[src/rtl/tern_pkg.sv]
package tern_pkg;
    typedef logic [1:0] trit_t;

    localparam trit_t TRIT_ZERO = 2'b00;
    localparam trit_t TRIT_ONE  = 2'b01;
    localparam trit_t TRIT_TWO  = 2'b10;
    localparam trit_t TRIT_BAD  = 2'b11;

    // Digit value of a code; the illegal code reads as zero.
    function automatic logic [1:0] trit_value(input trit_t code);
        return (code == TRIT_BAD) ? 2'd0 : code;
    endfunction
endpackage

[src/rtl/tern_gp.sv]
module tern_gp
    import tern_pkg::*;
(
    input  trit_t digit_a,
    input  trit_t digit_b,
    output logic  gen,
    output logic  prop,
    output logic  bad
);
    logic [2:0] pair_sum;

    always_comb begin
        pair_sum = {1'b0, trit_value(digit_a)} + {1'b0, trit_value(digit_b)};
        gen      = (pair_sum >= 3'd3);
        prop     = (pair_sum == 3'd2);
        bad      = (digit_a == TRIT_BAD) || (digit_b == TRIT_BAD);
    end
endmodule

[src/rtl/tern_lookahead.sv]
module tern_lookahead #(
    parameter int NTRIT = 5
) (
    input  logic [NTRIT-1:0] gen,
    input  logic [NTRIT-1:0] prop,
    input  logic             cin,
    output logic [NTRIT:0]   carry
);
    // Flat sum-of-products per carry: no carry feeds another.
    always_comb begin
        logic term;
        logic acc;
        carry[0] = cin;
        for (int i = 0; i < NTRIT; i++) begin
            term = cin;
            for (int k = 0; k <= i; k++) term = term & prop[k];
            acc = term;
            for (int j = 0; j <= i; j++) begin
                term = gen[j];
                for (int k = j + 1; k <= i; k++) term = term & prop[k];
                acc = acc | term;
            end
            carry[i+1] = acc;
        end
    end
endmodule

[src/rtl/tern_full_adder.sv]
module tern_full_adder
    import tern_pkg::*;
(
    input  trit_t digit_a,
    input  trit_t digit_b,
    input  logic  cin,
    output trit_t digit_s,
    output logic  cout
);
    logic [2:0] total;

    always_comb begin
        total = {1'b0, trit_value(digit_a)} + {1'b0, trit_value(digit_b)} + {2'b00, cin};
        cout  = (total >= 3'd3);
        digit_s = cout ? trit_t'(total - 3'd3) : trit_t'(total);
    end
endmodule

[src/rtl/tern_cla_adder.sv]
module tern_cla_adder
    import tern_pkg::*;
#(
    parameter int NTRIT = 5
) (
    input  logic               clk,
    input  logic               rst_n,
    input  logic [2*NTRIT-1:0] op_a,
    input  logic [2*NTRIT-1:0] op_b,
    input  logic               carry_in,
    output logic [2*NTRIT-1:0] sum_out,
    output logic               carry_out,
    output logic               code_err
);
    localparam int W = 2 * NTRIT;

    logic [NTRIT-1:0] gen;
    logic [NTRIT-1:0] prop;
    logic [NTRIT-1:0] bad;
    logic [NTRIT-1:0] fa_cy;
    logic [NTRIT:0]   carry;
    logic [W-1:0]     sum_d;

    for (genvar i = 0; i < NTRIT; i++) begin : g_pos
        tern_gp u_gp (
            .digit_a (op_a[2*i +: 2]),
            .digit_b (op_b[2*i +: 2]),
            .gen     (gen[i]),
            .prop    (prop[i]),
            .bad     (bad[i])
        );

        tern_full_adder u_fa (
            .digit_a (op_a[2*i +: 2]),
            .digit_b (op_b[2*i +: 2]),
            .cin     (carry[i]),
            .digit_s (sum_d[2*i +: 2]),
            .cout    (fa_cy[i])
        );

        // generate forces a carry out of this position
        assert_gen_carry_R3: assert property (@(posedge clk) disable iff (!rst_n)
            gen[i] |-> carry[i+1]);
        // propagate hands the incoming carry on unchanged
        assert_prop_pass_R4: assert property (@(posedge clk) disable iff (!rst_n)
            prop[i] |-> (carry[i+1] == carry[i]));
        // neither generate nor propagate kills the carry
        assert_kill_R8: assert property (@(posedge clk) disable iff (!rst_n)
            (!gen[i] && !prop[i]) |-> !carry[i+1]);
    end

    tern_lookahead #(.NTRIT(NTRIT)) u_cla (
        .gen   (gen),
        .prop  (prop),
        .cin   (carry_in),
        .carry (carry)
    );

    always_ff @(posedge clk) begin
        if (!rst_n) begin
            sum_out   <= '0;
            carry_out <= 1'b0;
            code_err  <= 1'b0;
        end else begin
            sum_out   <= sum_d;
            carry_out <= carry[NTRIT];
            code_err  <= |bad;
        end
    end

    // lookahead carries agree with the per-digit full adders
    assert_fa_carry_match_R5: assert property (@(posedge clk) disable iff (!rst_n)
        fa_cy == carry[NTRIT:1]);
    // an illegal input code is flagged on the next cycle
    assert_illegal_flag_R7: assert property (@(posedge clk) disable iff (!rst_n)
        (|bad) |=> code_err);
    // the registered sum never holds the illegal code
    for (genvar i = 0; i < NTRIT; i++) begin : g_chk
        assert_sum_code_legal_R2: assert property (@(posedge clk) disable iff (!rst_n)
            sum_out[2*i +: 2] != TRIT_BAD);
    end
endmodule

[config.mk]
export PLATFORM = sky130hd
export DESIGN_NAME = tern_cla_adder
export DESIGN_NICKNAME = d
export VERILOG_FILES = /design/src/rtl/tern_pkg.sv /design/src/rtl/tern_gp.sv /design/src/rtl/tern_lookahead.sv /design/src/rtl/tern_full_adder.sv /design/src/rtl/tern_cla_adder.sv
export SDC_FILE = /design/constraint.sdc
export NUM_CORES = 1
export LEC_CHECK = 0
export BUFFER_PORTS_ARGS = -buffer_cell sky130_fd_sc_hd__buf_2
export CORE_MARGIN = 1.5
export CORE_UTILIZATION = 58
export DETAILED_ROUTE_END_ITERATION = 10
export GPL_TIMING_DRIVEN = 0
export PLACE_DENSITY = 0.93
export RECOVER_POWER = 25
export SYNTH_ARGS = -nofsm -noshare
export SYNTH_HDL_FRONTEND = slang
export SYNTH_HIERARCHICAL = 1
export SYNTH_SLANG_ARGS = --single-unit
[constraint.sdc]
create_clock -name clk -period 7.3 [get_ports clk]
set_clock_uncertainty 0.1 [all_clocks]
set_input_delay 0.73 -clock clk [delete_from_list [all_inputs] [get_ports clk]]
set_output_delay 0.73 -clock clk [all_outputs]
set_load 0.1 [all_outputs]
After elaboration in Yosys (flattened, before gate mapping)
Cells that the tools add are included.

Register bits: 12. Input port bits: 23. Output and inout port bits: 12. Logic and storage cells: 94.

Add/sub/neg operators: 15. Magnitude comparators: 10. Eq/ne operators: 15. Mux-type cells: 15. Bitwise operators: 30. Reductions and logical operators: 6.

Operators with widths (number): $ge A3 B2 Y1 const B (10); $mux W2 (15); $eq A2 B2 Y1 const B (10); $add A2 B2 Y3 (5); $add A3 B1 Y3 (5); $and A1 B1 Y1 (15); $eq A3 B2 Y1 const B (5); $or A1 B1 Y1 (15); $sub A2 B2 Y2 const B (5); $logic_or A1 B1 Y1 (5); $reduce_or A5 Y1 (1).

Longest topological paths before layout
Gate-level depths: netlist (run 1).

Word-level depth: 15. Depth in mapped cells: 15. Mapped depth without buffers: 15.

Cells and area by module
The synthesis (run 1) kept the hierarchy.

Modules (own cells, without submodules): tern_full_adder (instances 5, cells an instance 13, area an instance 126.4 um^2, sequential area each 0.0 um^2); tern_gp (instances 5, cells an instance 9, area an instance 86.3 um^2, sequential area each 0.0 um^2); tern_cla_adder (instances 1, cells an instance 26, area an instance 327.8 um^2, sequential area each 240.2 um^2); tern_lookahead (instances 1, cells an instance 12, area an instance 93.8 um^2, sequential area each 0.0 um^2).

Least setup slack after synthesis (run 1)
OpenSTA, ideal clock, no wires.

Path type: in2reg. From: in op_b[1]. To: reg sum_out[9]. Library setup time: 115 ps. Arrival: 3978 ps. Data required time: 7085 ps. Path slack: 3107 ps. Cell stages on the path: 15. Path buffers: 0. Cell sequence: and2b_2 -> ha_1 -> fa_1 -> nor3b_1 -> a211o_1 -> o211ai_2 -> a21boi_2 -> inv_1 -> fa_1 -> fa_1 -> inv_1 -> ha_1 -> nand2b_4 -> mux2_4 -> and2_1.

Longest elaborated chain between the ends: 15. Elaborated cells on any way between the ends: 20. Those cells by class: 3 x add/sub; 2 x order compare; 2 x eq/ne; 2 x mux; 11 x bitwise.

RTL lines: from (decl) (RTL line tern_cla_adder.sv:9) `input logic [2*NTRIT-1:0] op_b,`; $eq A2 B2 Y1 (RTL line tern_pkg.sv:11) `return (code == TRIT_BAD) ? 2'd0 : code;`; $mux W2 * (RTL line tern_pkg.sv:11); $add A2 B2 Y3 * (RTL line tern_gp.sv:13) `pair_sum = {1'b0, trit_value(digit_a)} + {1'b0, trit_value(digit_b)};`; $eq A3 B2 Y1 * (RTL line tern_gp.sv:15) `prop = (pair_sum == 3'd2);`; net prop[0] (RTL line tern_cla_adder.sv:18) `logic [NTRIT-1:0] prop;`; $and A1 B1 Y1 * (4 in a row) (RTL line tern_lookahead.sv:16) `for (int k = 0; k <= i; k++) term = term & prop[k];`; $or A1 B1 Y1 * (4 in a row) (RTL line tern_lookahead.sv:21) `acc = acc | term;`; net carry[4] (RTL line tern_cla_adder.sv:21) `logic [NTRIT:0] carry;`; $add A3 B1 Y3 * (RTL line tern_full_adder.sv:13) `total = {1'b0, trit_value(digit_a)} + {1'b0, trit_value(digit_b)} + {2'b00, cin};`; $ge A3 B2 Y1 * (RTL line tern_full_adder.sv:14) `cout = (total >= 3'd3);`; net fa_cy[4] (RTL line tern_cla_adder.sv:20) `logic [NTRIT-1:0] fa_cy;`; $mux W2 * (RTL line tern_full_adder.sv:15) `digit_s = cout ? trit_t'(total - 3'd3) : trit_t'(total);`; net sum_d[9] (RTL line tern_cla_adder.sv:22) `logic [W-1:0] sum_d;`; to (signal assigned) (RTL line tern_cla_adder.sv:65) `sum_out <= sum_d;`; to (decl) (RTL line tern_cla_adder.sv:11) `output logic [2*NTRIT-1:0] sum_out,`.

The timed path passes the listed nets; every way through them passes the cells marked *. A chain may end at the register's enable or synchronous reset.

Worst setup path after layout (run 1)
Ends and elaborated chain as after synthesis.

==> key figures, run 1 <==
Outcome
  – Status: completed

Finish
  – Final core utilization: 70.1%
  – Fill cell count: 190
  – Final cell count without fillers: 216
  – ANT cells: 0
  – Area grow syn2layout: 15.9%
  – Final nets: 235
  – Fraction of layout cells with a size suffix above 1: 31.2%

Synthesis
  – Syn Inst Count: 148
  – FF+latch count, synth: 12
  – Top_reg_cell synth: dfxtp_1
  – Mean post-synth cell area: 10.0 um2
  – Synth top cells by count: 20 x nand2b_1, 15 x fa_1, 15 x inv_1, 12 x dfxtp_1, 11 x and2_1
  – Adder-cell share of the synthesized area: 28.6%
  – Unique cell type count in the Yosys netlist: 28
  – Number of synthesized flops with an enable pin: 0
  – Share of the synthesized area in the top cell type: 20.2%
  – Sequential-to-total area share from yosys stat: 16.2%
  – Compound-Gate Fraction of Synth Area: 10.2%
  – Yosys Warn Count: 6
  – Synth area leader: fa_1
  – Post-synthesis simple-gate area fraction: 32.4%
  – Async SR Flop Fraction: 0%
  – Top post-synthesis cells by area: fa_1 20%, dfxtp_1 16%, ha_1 8.4%, nand2b_1 8.4%, and2b_2 5.9%
  – Count leader, synth: nand2b_1
  – Synthesized Nets: 196
  – Largest family of logic cells by synthesized area: simple AND/OR/NAND/NOR gates
  – Post-synthesis mux area share: 5.05%
  – Post-synthesis xor/xnor area fraction: 2.95%
  – Cell Area, Synth: 0.00149 mm2

Worst setup path
  – Startpoint Class: input port
  – CP delay by family, top: adder cells
  – Worst path max stage delay: 0.51 ns
  – Crit-path cells: buf_2 -> and2b_2 -> ha_1 -> fa_1 -> nor3b_1 -> a211o_1 -> o211ai_2 -> a21boi_2 -> inv_1 -> fa_1 -> fa_1 -> inv_1 -> ha_1 -> nand2b_4 -> mux2_4 -> and2_1
  – Worst Path Required: 7.38 ns
  – Worst-path fanout max: 5
  – Slowest-stage cell, CP: fa_1
  – Worst Path Arrival: 4.35 ns
  – Crit Path Category: in2reg
  – Critical Path End Type: flip-flop
  – CP dominant cell by count: fa_1
  – Critical Path Stages: 16
  – CP Buf/Inv Count: 3

Placement
  – Dpl hpwl: 2250 um
  – Inst Count DP: 212
  – Routability cong.: 0.809
  – Port-buffer cells: 34
  – Pre-CTS setup slack: 2.73 ns

Clock network
  – Clk sinks: 12
  – CTS tree: done
  – CTS buffer count: 3
  – Clk buf depth: 2
  – Post-CTS Resized: 0
  – H-tree Lvls: 1
  – Post-CTS Setup Inserts: 0
  – Post-CTS Hold Fix Bufs: 0
  – CTS root buf: clkbuf_4
  – Clock slew seen by the registers of the worst setup and hold paths: 0.08 ns

Drt
  – Routed vias: 1143
  – Drt total wl: 2700 um
  – Residual DRC: 0
  – Initial DRT Pass Iterations: 4
  – Iteration-0 DRC count of the detailed router: 7
  – Drt wl/cell: 12.5 um
  – Antenna Violating Nets Remaining: 0
  – Post-DR vias/cell: 5.29

Die
  – Ports: 35
  – Core Footprint: 0.00245 mm2
  – Starting Density: 60.5%
  – Die width: 53.6 um
  – FP Rows: 18
  – Full die area: 0.00287 mm2
  – Die H: 53.6 um

Hold path
  – Hold WC Path Type: in2reg
  – Min-Delay Path Depth: 2

Timing
  – Pins Over Slew Limit: 0
  – Slew HR: 21.4%
  – Final Hold Fails: 0
  – Setup TNS: 0 ns
  – Crit share post-route: 58.6%
  – Minimum clock period: 4.28 ns
  – Fmax: 0.234 GHz
  – Final setup fails: 0
  – Setup ws final: 3.02 ns
  – Worst-Margin Slew: 1.18 ns
  – RSZ-0062 raised after global routing: no

Global routing
  – Initial antenna violation count: 0
  – Vias in the first global route: 1116
  – First-pass GRT wire length: 4400 um
  – Gr usage total: 21.3%
  – GR Overflow Total: 0
  – Largest net degree at the start of global routing: 11

Pwr
  – VDD IR-drop max: 176 uV
  – Lkg Pwr: 0.000869 uW
  – Pwr Density: 228 mW/mm2

Run
  – Max-cap viol count: 0
-- layout make-up --
class | count | area (um2) | area share, %
clock buffer | 4 | 36.3 | 2.11
multi-input combinational | 119 | 1180 | 68.4
inverter | 15 | 56.3 | 3.27
buffer | 2 | 11.3 | 0.654
sequential | 12 | 240 | 14.0
timing repair buffer | 34 | 163 | 9.45
tap | 30 | 37.5 | 2.18
-- final timing paths --
path / to / slack [ns] / from
min: carry_out / 0.58 / rst_n
max: sum_out[9] / 3.02 / op_b[1]
-- cell families after synthesis --
family	count (synthesis)
XOR/XNOR	5
adder cells (fa/ha/maj)	25
AO/OA/AOI/OAI	18
buffers and inverters	17
multiplexers	5
flip-flops	12
AND/OR/NAND/NOR	66
-- placed cells by master, fill, tap and decap left out, types with 3 or more instances in the layout --
| cell type | n |
|---|---|
| and2_1 | 11 |
| inv_1 | 15 |
| xnor2_1 | 5 |
| clkbuf_4 | 3 |
| clkbuf_1 | 7 |
| ha_1 | 10 |
| nand2b_4 | 5 |
| dfxtp_1 | 12 |
| nor2b_1 | 10 |
| buf_2 | 28 |
| mux2_4 | 5 |
| and2b_2 | 10 |
| a22o_1 | 5 |
| nand2b_1 | 20 |
| fa_1 | 15 |
| nor3b_1 | 5 |
| a21o_1 | 6 |
-- sequential cells by signal, summed over array words and instances, names as in the netlist --
| signal | cells |
|---|---|
| sum_out | 10 |
| carry_out | 1 |
| code_err | 1 |
-- stage by stage --
stage	power, uW	instance area [um2]	hold WS, ns
floorplan	299	1490	0.752
global placement	331	1690	0.857
detailed placement	341	1690	0.864
CTS	397	1730	0.571
global route	417	1720	0.590
finish	392	1720	0.576
-- report_power, final --
group / internal, uW / switching, uW
Sequential: 79.6 / 3.36
Clock: 30.4 / 24.3
Combinational: 87.1 / 168
-- layer usage --
| layer | vias up | GRT usage (%) | part of all wire, % |
|---|---|---|---|
| met3 | 8 | 2.50 | 3.6 |
| met4 | 0 | 12.4 | 2.5 |
| met2 | 34 | 39.7 | 55 |
| met5 | - | 0 | 0 |
| met1 | 545 | 23.0 | 39 |
| li1 | 556 | - | - |
(Power assumes the default switching activity.)
==> inputs of run 2 (changes only) <==
--- a/config.mk
+++ b/config.mk
@@ -7,10 +7,10 @@
 export LEC_CHECK = 0
 export BUFFER_PORTS_ARGS = -buffer_cell sky130_fd_sc_hd__buf_2
 export CORE_MARGIN = 1.5
-export CORE_UTILIZATION = 58
+export CORE_UTILIZATION = 49
 export DETAILED_ROUTE_END_ITERATION = 10
 export GPL_TIMING_DRIVEN = 0
-export PLACE_DENSITY = 0.93
+export PLACE_DENSITY = 0.85
 export RECOVER_POWER = 25
 export SYNTH_ARGS = -nofsm -noshare
 export SYNTH_HDL_FRONTEND = slang
==> constraint.sdc (replaced) <==
create_clock -name clk -period 3.43 [get_ports clk]
set_clock_uncertainty 0.1 [all_clocks]
set_input_delay 0.343 -clock clk [delete_from_list [all_inputs] [get_ports clk]]
set_output_delay 0.343 -clock clk [all_outputs]
set_load 0.1 [all_outputs]
==> key figures, run 2 (synthesized netlist as in run 1, its figures left out) <==
Outcome
  – Status: finished with violations
  – Failing checks: design-rule violations, negative setup slack

Worst setup path
  – Critical Path End Type: flip-flop
  – Worst Path Required: 3.51 ns (-3.87 ns)
  – Worst-path fanout max: 5 (unchanged)
  – Worst Path Arrival: 3.62 ns (-0.73 ns)
  – Crit Path Category: in2reg
  – Startpoint Class: input port

Timing
  – Final setup fails: 3 (+3)
  – Setup TNS: -0.189 ns (-0.189 ns)
  – Slew HR: 22.5% (+1.2 points)
  – Setup ws final: -0.106 ns (-3.13 ns)
  – Worst-Margin Slew: 1.17 ns (-0.0178 ns)
  – Final Hold Fails: 0 (unchanged)
  – RSZ-0062 raised after global routing: yes
  – Minimum clock period: 3.54 ns
  – Fmax: 0.283 GHz
  – Crit share post-route: 103%
  – Pins Over Slew Limit: 0 (unchanged)

Die
  – Starting Density: 52.9% (-7.6 points)
  – Full die area: 0.00337 mm2 (+17%)
  – Die H: 58.1 um (+8.3%)
  – Ports: 35 (unchanged)
  – Die width: 58.1 um (+8.3%)
  – Core Footprint: 0.00281 mm2 (+14%)
  – FP Rows: 19 (+1)

Finish
  – Fill cell count: 217 (+14%)
  – Most frequent cells in the layout: 26 x buf_2, 20 x nand2b_1, 12 x dfxtp_1
  – Largest register FFs: 10 (unchanged)
  – Final core utilization: 67.1% (-3.0 points)
  – Register area: 240 um2 (unchanged)
  – Largest regs: sum_out: 10 flops, carry_out: 1 flops, code_err: 1 flops
  – Final nets: 241 (+2.6%)
  – Top reg by flops: sum_out
  – Most common cell after layout, fill and taps aside: buf_2
  – Final cell count without fillers: 223 (+3.2%)
  – Fraction of layout cells with a size suffix above 1: 43.2% (+12 points)
  – Area grow syn2layout: 26.8%
  – Area of the multi-input gates: 0.00126 mm2 (+7.4%)
  – ANT cells: 0 (unchanged)

Pwr
  – VDD IR-drop max: 209 uV (+19%)
  – Pwr Density: 472 mW/mm2 (+110%)
  – Lkg Pwr: 0.000920 uW (+5.9%)

Drt
  – Antenna Violating Nets Remaining: 0 (unchanged)
  – Drt wl/cell: 12.5 um (+0.24%)
  – Residual DRC: 2 (+2)
  – Drt total wl: 2790 um (+3.5%)
  – Post-DR vias/cell: 5.18 (-2.0%)
  – Routed vias: 1156 (+1.1%)
  – Iteration-0 DRC count of the detailed router: 26 (+19)
  – Initial DRT Pass Iterations: 7 (+3)

Global routing
  – Vias in the first global route: 1178 (+5.6%)
  – Gr usage total: 17.7% (-3.6 points)
  – Largest net degree at the start of global routing: 11 (unchanged)
  – Initial antenna violation count: 0 (unchanged)
  – First-pass GRT wire length: 4500 um (+2.2%)
  – GR Overflow Total: 0 (unchanged)

Placement
  – Pre-CTS setup slack: -0.483 ns (-3.21 ns)
  – Dpl hpwl: 2250 um (-0.23%)
  – Port-buffer cells: 34 (unchanged)
  – Inst Count DP: 213 (+0.47%)
  – Routability cong.: 0.842 (+4.1%)

Clock network
  – CTS tree: done
  – Clock slew seen by the registers of the worst setup and hold paths: 0.08 ns (about the same)
  – Post-CTS Hold Fix Bufs: 0 (unchanged)
  – Clk sinks: 12 (unchanged)
  – CTS buffer count: 3 (unchanged)
  – CTS root buf: clkbuf_4
  – Clk buf depth: 2 (unchanged)
  – H-tree Lvls: 1 (unchanged)

Hold path
  – Hold WC Path Type: in2reg

Run
  – Max-cap viol count: 0 (unchanged)
run 2: worst max-delay path, cell delays in order:
cell and delay, ns:
buf_4 0.13, and2b_2 0.21, ha_4 0.16, fa_1 0.52, a21o_1 0.16, a211o_1 0.12
o211ai_2 0.11, buf_4 0.17, nand2b_4 0.06, inv_2 0.03, fa_2 0.33, fa_1 0.52
inv_2 0.05, ha_4 0.15, nand2b_4 0.14, mux2_4 0.29, and2_4 0.13
run 2: layout make-up:
| class | count | area share, % |
|---|---|---|
| Tap cell | 31 | 2.06 |
| Clock buffer | 4 | 1.93 |
| Buffer | 2 | 0.598 |
| Inverter | 15 | 2.99 |
| Sequential cell | 12 | 12.8 |
| Multi-Input combinational cell | 119 | 67.2 |
| Timing Repair Buffer | 40 | 12.5 |
run 2: what timing repair did:
item	CTS	global route
buffers inserted	4	2
pin swaps	6	9
resized for setup	6	13
endpoints found under the setup margin	3	5
run 2: final timing paths:
path | end | start | cells after the start | slack [ns]
min | carry_out | rst_n | 2 | 0.21
max | sum_out[7] | op_b[2] | 17 | -0.11
run 2: metal layers:
metal | wire length (um) | global-route usage, % | vias up
li1 | - | - | 566
met4 | 46 | 6.98 | 0
met5 | 0 | 0 | -
met3 | 82 | 2.68 | 4
met2 | 1570 | 36.5 | 27
met1 | 1090 | 17.0 | 559
run 2: power breakdown:
| part | switching, uW | internal (uW) | total, uW |
|---|---|---|---|
| clock network | 52.8 | 64.6 | 117 |
| registers | 5.41 | 169 | 175 |
| logic | 374 | 222 | 596 |
| total | 432 | 456 | 888 |
run 2: per-stage QoR:
stage	area, um2	total power (uW)	hold slack, ns
floorplan	1520	642	0.365
global placement	1730	711	0.469
detailed placement	1730	732	0.474
CTS	1820	864	0.181
global route	1880	944	0.211
finish	1880	888	0.207
